$ cat src/rtl/tx_desc_fetch.sv
module tx_desc_fetch #(
  parameter int ENTRIES   = 8,
  parameter int BUF_DEPTH = 8
) (
  input  logic                          clk,
  input  logic                          rst_n,
  input  logic [$clog2(ENTRIES):0]      cfg_addr,
  input  logic                          cfg_we,
  input  logic [31:0]                   cfg_wdata,
  output logic [31:0]                   cfg_rdata,
  output logic                          mem_req,
  output logic [31:0]                   mem_addr,
  input  logic                          mem_ack,
  input  logic [31:0]                   mem_rdata,
  output logic                          tx_start,
  output logic                          tx_valid,
  input  logic                          tx_ready,
  output logic [31:0]                   tx_data,
  output logic [2:0]                    tx_bytes,
  output logic                          tx_last,
  output logic                          tx_abort
);
  localparam int IW = $clog2(ENTRIES);
  localparam int BW = $clog2(BUF_DEPTH);
  localparam int FW = BW + 1;

  typedef enum logic [2:0] {S_SCAN, S_FETCH, S_SEND, S_DRAIN, S_WB} st_t;

  st_t          st;
  logic [31:0]  dtab [2*ENTRIES];
  logic [IW-1:0] idx;
  logic [1:0]   len_lo;
  logic         wrap_f, under_f, req_q, start_q, abort_q;
  logic [14:0]  nw, issued, fetched, sent;
  logic [31:0]  next_addr, maddr;
  logic [31:0]  fifo [BUF_DEPTH];
  logic [BW-1:0] wp, rp;
  logic [FW-1:0] fill, fill_nxt;

  wire [31:0] w0     = dtab[{idx, 1'b0}];
  wire [14:0] nw_cur = 15'((17'(w0[15:0]) + 17'd3) >> 2);
  wire push          = req_q && mem_ack;
  wire pop           = (st == S_SEND) && (fill != '0) && tx_ready;
  wire all_fetched   = (fetched == nw);
  wire last_word     = (sent == nw - 15'd1);
  wire underrun      = (st == S_SEND) && (fill == '0) && !push;
  wire in_scan       = (st == S_SCAN);

  assign fill_nxt = fill + FW'(push) - FW'(pop);
  wire issue = ((st == S_FETCH) || (st == S_SEND)) && (!req_q || mem_ack) &&
               (issued != nw) && (fill_nxt < FW'(BUF_DEPTH));

  assign cfg_rdata = dtab[cfg_addr];
  assign mem_req   = req_q;
  assign mem_addr  = maddr;
  assign tx_start  = start_q;
  assign tx_abort  = abort_q;
  assign tx_valid  = (st == S_SEND) && (fill != '0);
  assign tx_data   = fifo[rp];
  assign tx_last   = last_word;
  assign tx_bytes  = (last_word && len_lo != 2'd0) ? {1'b0, len_lo} : 3'd4;

  always_ff @(posedge clk or negedge rst_n) begin
    if (!rst_n) begin
      for (int i = 0; i < 2*ENTRIES; i++) dtab[i] <= '0;
    end else begin
      if (st == S_WB)
        dtab[{idx, 1'b0}] <= (w0 & 32'h7FFC_FFFF) | {14'd0, ~under_f, under_f, 16'd0};
      if (cfg_we)
        dtab[cfg_addr] <= cfg_wdata;
    end
  end

  always_ff @(posedge clk or negedge rst_n) begin
    if (!rst_n) begin
      st <= S_SCAN; idx <= '0; len_lo <= '0; wrap_f <= 1'b0; under_f <= 1'b0;
      nw <= '0; issued <= '0; fetched <= '0; sent <= '0;
      next_addr <= '0; maddr <= '0; req_q <= 1'b0;
      start_q <= 1'b0; abort_q <= 1'b0;
    end else begin
      start_q <= 1'b0;
      abort_q <= 1'b0;
      if (push) begin
        req_q   <= 1'b0;
        fetched <= fetched + 15'd1;
      end
      if (issue) begin
        req_q     <= 1'b1;
        maddr     <= next_addr;
        next_addr <= next_addr + 32'd4;
        issued    <= issued + 15'd1;
      end
      if (pop) sent <= sent + 15'd1;
      case (st)
        S_SCAN: if (w0[31]) begin
          len_lo    <= w0[1:0];
          wrap_f    <= w0[30];
          nw        <= nw_cur;
          next_addr <= dtab[{idx, 1'b1}];
          issued    <= '0;
          fetched   <= '0;
          sent      <= '0;
          under_f   <= 1'b0;
          st        <= (nw_cur == '0) ? S_WB : S_FETCH;
        end
        S_FETCH: if (fill == FW'(BUF_DEPTH) || all_fetched) begin
          start_q <= 1'b1;
          st      <= S_SEND;
        end
        S_SEND: if (pop && last_word) st <= S_WB;
          else if (underrun) begin
            under_f <= 1'b1;
            abort_q <= 1'b1;
            st      <= S_DRAIN;
          end
        S_DRAIN: if (!req_q || mem_ack) st <= S_WB;
        S_WB: begin
          idx <= (wrap_f || idx == IW'(ENTRIES - 1)) ? '0 : idx + 1'b1;
          st  <= S_SCAN;
        end
        default: st <= S_SCAN;
      endcase
    end
  end

  always_ff @(posedge clk or negedge rst_n) begin
    if (!rst_n) begin
      wp <= '0; rp <= '0; fill <= '0;
    end else if (in_scan) begin
      wp <= '0; rp <= '0; fill <= '0;
    end else begin
      if (push) wp <= (wp == BW'(BUF_DEPTH - 1)) ? '0 : wp + 1'b1;
      if (pop)  rp <= (rp == BW'(BUF_DEPTH - 1)) ? '0 : rp + 1'b1;
      fill <= fill_nxt;
    end
  end

  always_ff @(posedge clk) begin
    if (push) fifo[wp] <= mem_rdata;
  end
endmodule

$ cat config.mk
export PLATFORM = sky130hd
export DESIGN_NAME = tx_desc_fetch
export DESIGN_NICKNAME = d
export VERILOG_FILES = /design/src/rtl/tx_desc_fetch.sv
export SDC_FILE = /design/constraint.sdc
export NUM_CORES = 2
export LEC_CHECK = 0
export BUFFER_PORTS_ARGS = -buffer_cell sky130_fd_sc_hd__buf_2
export CAP_MARGIN = 5
export CORE_UTILIZATION = 40
export DETAILED_ROUTE_END_ITERATION = 8
export GPL_ROUTABILITY_DRIVEN = 0
export GPL_TIMING_DRIVEN = 0
export SLEW_MARGIN = 20
export SYNTH_ARGS = -nofsm -noshare
export SYNTH_HDL_FRONTEND = slang
export SYNTH_SLANG_ARGS = --single-unit
$ cat constraint.sdc
create_clock -name clk -period 6.16 [get_ports clk]
set_input_delay 0.308 -clock clk [delete_from_list [all_inputs] [get_ports clk]]
set_output_delay 0.308 -clock clk [all_outputs]
set_load 0.005 [all_outputs]
==> impl_metrics.tcl <==
set metrics [dict create \
    cp.depth 17 \
    antenna_found_initial 17 \
    crit_type "reg2reg" \
    final_layout_size_suffix_gt1_share_pct 36.3 \
    ys_warn_count 0 \
    numCtsBuffers 99 \
    arrival_ns 6.13 \
    drtIter0Drc 2952 \
    cap_violations 0 \
    synth_top_area_share_pct 38.2 \
    syn_inst 2971 \
    p_leak_nw 20.0 \
    status "completed" \
    slew_violations 0 \
    post_cts_buffers 0 \
    period_needed_ns 5.61 \
    crit_family "simple AND/OR/NAND/NOR gates" \
    start_kind "flip-flop" \
    avgSynthCellArea_sq_um 14.5 \
    rsz0062_at_grt "no" \
    final_hold_viol_count 0 \
    ys_top_cells_by_area "dfrtp_1 38%, edfxtp_1 18%, mux2_2 14%, mux4_2 14%, nand2_1 1.8%" \
    ir_worst_vdd_mv 0.240 \
    ys_ff_latch 915 \
    cts.sinks 915 \
    dieArea_sq_um 109000 \
    synth.net_count 3062 \
    required_ns 6.68 \
    relSlewSlack_pct 15.6 \
    crit_buf_inv 4 \
    cts_tree "built" \
    synth_common_cells "659 x dfrtp_1, 544 x mux2_2, 259 x mux4_2, 256 x edfxtp_1, 208 x nand2_1" \
    yosysMostFrequentCell "dfrtp_1" \
    synth_area_sq_um 43200 \
    synth_cell_types 63 \
    grt_overflow 0 \
    slowest_delay_ns 0.65 \
    reg2regPathDepth 17 \
    grt_max_degree 98 \
    syn_to_final_growth_pct 17.2 \
    grt_pass1_wl_um 203000 \
    powerDensity_nw_per_um2 411 \
    fin_skew_ns 0.0794 \
    via_count 28500 \
    core_area_sq_um 107000 \
    hpwl_um 93500 \
    fmax_mhz 178 \
    place_ws_ns 0.495 \
    numPortBuffers 174 \
    fin_crit_sh_pct 91.1 \
    initial_core_util_pct 40.3 \
    synth-edff-count 256 \
    min-delay-path-class "in2async" \
    drc 0 \
    holdWs_ns 0.131 \
    ys_seq_area_share_pct 56.0 \
    clockBufferDepth 3 \
    clock_latency_ns 0.73 \
    fin_nets 3434 \
    antenna_left 0 \
    tightestPinTransition_ns 1.27 \
    clock-root-buffer "clkbuf_16" \
    crit_slowest_cell "xnor2_1" \
    wl_per_cell_um 28.8 \
    worstPathMaxFanout 10 \
    synth_top_area_cell "dfrtp_1" \
    highest_layer "met5" \
    vias_per_cell 5.90 \
    synthArstFlopShare_pct 72.0 \
    std_cell_rows 120 \
    route.met3.wl_um 10800 \
    dieWidth_um 331 \
    setup_slack_ns 0.546 \
    cts_max_level 3 \
    first_pass_iters 6 \
    ys.flop_type "dfrtp_1" \
    io_pins 177 \
    die_h_um 331 \
    clkSlewWorstSetupHoldPaths_ns 0.06 \
    grt_pass1_vias 28600 \
    setup_viol 0 \
    cp_cell_sequence "clkbuf_1 > or3b_2 > a21oi_1 > nand2_1 > inv_2 > ha_1 > inv_1 > ha_1 > a21o_1 > a21oi_1 > xnor2_1 > nand3_1 > or3_1 > clkbuf_1 > xnor2_1 > nor2_1 > a31oi_1" \
    routed_wl_um 139000 \
    wl_met2_um 64100 \
    met1Wirelength_um 59200 \
    grt_use_total_pct 25.7 \
    worstSetupEndpointType "flip-flop" \
]
## layer usage
metal / GRT usage [%] / vias up
met5: 0 / -
met4: 9.35 / 14
met3: 5.97 / 314
met2: 39.3 / 1145
met1: 36.0 / 15100
li1: - / 12000
## report_power, final
part	internal, W	switching [W]	total (W)
registers	0.00745	0.000899	0.00835
clock network	0.00359	0.00259	0.00618
logic	0.00274	0.00352	0.00626
total	0.0138	0.00701	0.0208
## cell type report
cell class                 count  area [sq um]
tap                         1403          1760
antenna                        2          5.00
sequential                   915         24200
buffer                       232           973
fill                        9481         56500
timing repair buffer         271          2130
clock buffer                 137          2770
clock inverter                47           628
multi-input combinational   1800         18100
inverter                      24          90.1
## cell families after synthesis
| group | count (synthesis) | synth area share (%) |
|---|---|---|
| flip-flops | 915 | 56.0 |
| AO/OA/AOI/OAI | 281 | 4.27 |
| buffers and inverters | 256 | 2.35 |
| multiplexers | 843 | 28.6 |
| XOR/XNOR | 119 | 2.41 |
| AND/OR/NAND/NOR | 539 | 5.83 |
| adder cells (fa/ha/maj) | 18 | 0.539 |
## through the flow
stage / area, sq um / util, % / total power, W / cells / setup TNS, ns
floorplan: 43200 / - / 0.0120 / 2971 / 0
global placement: 45800 / 42.8 / 0.0144 / 4548 / -6466.32
detailed placement: 46500 / 43.5 / 0.0146 / 4579 / 0
CTS: 50600 / 47.2 / 0.0208 / 4829 / 0
global route: 50600 / 47.3 / 0.0217 / 4829 / 0
finish: 50600 / 47.3 / 0.0208 / 4831 / 0
## sequential cells by signal, indices dropped and copies added (netlist names), 4 cells and up
name / cells
nw: 15
mem_addr: 32
dtab: 512
issued: 15
next_addr: 32
fill: 4
sent: 15
fifo: 256
fetched: 15
## timing repair
action,CTS,global route
gates resized for setup,0,0
hold buffers,66,0
endpoints found under the hold margin,563,0
## cells in the final DEF, fill, tap and decap left out, types with 28 or more instances in the layout
cell,synthesis,layout
dfrtp_1,659,659
mux2_2,544,544
mux4_2,259,259
edfxtp_1,256,256
nand2_1,208,208
buf_2,15,200
clkbuf_1,178,176
nor2_1,136,129
clkbuf_16,0,99
a21oi_1,71,71
o21ai_0,71,71
xnor2_1,67,67
dlygate4sd3_1,0,66
a22oi_1,52,52
xor2_1,52,52
mux2i_1,40,40
nand3_1,38,38
clkbuf_2,0,28
## worst paths after layout
path / start / end / slack [ns]
worst min-delay path: rst_n / mem_addr[23]$_DFFE_PN0N_ / 0.13
max in group asynchronous: rst_n / dtab[68]$_DFFE_PN0P_ / 4.50
worst max-delay path: st[0]$_DFFE_PN0P_ / next_addr[5]$_DFF_PN0_ / 0.55
worst max register to register: st[0]$_DFFE_PN0P_ / next_addr[5]$_DFF_PN0_ / 0.55
min in group clk: tx_ready / sent[1]$_DFF_PN0_ / 0.22
worst min register to register: mem_addr[9]$_DFFE_PN0N_ / mem_addr[9]$_DFFE_PN0N_ / 0.47
(Power assumes the default switching activity.)
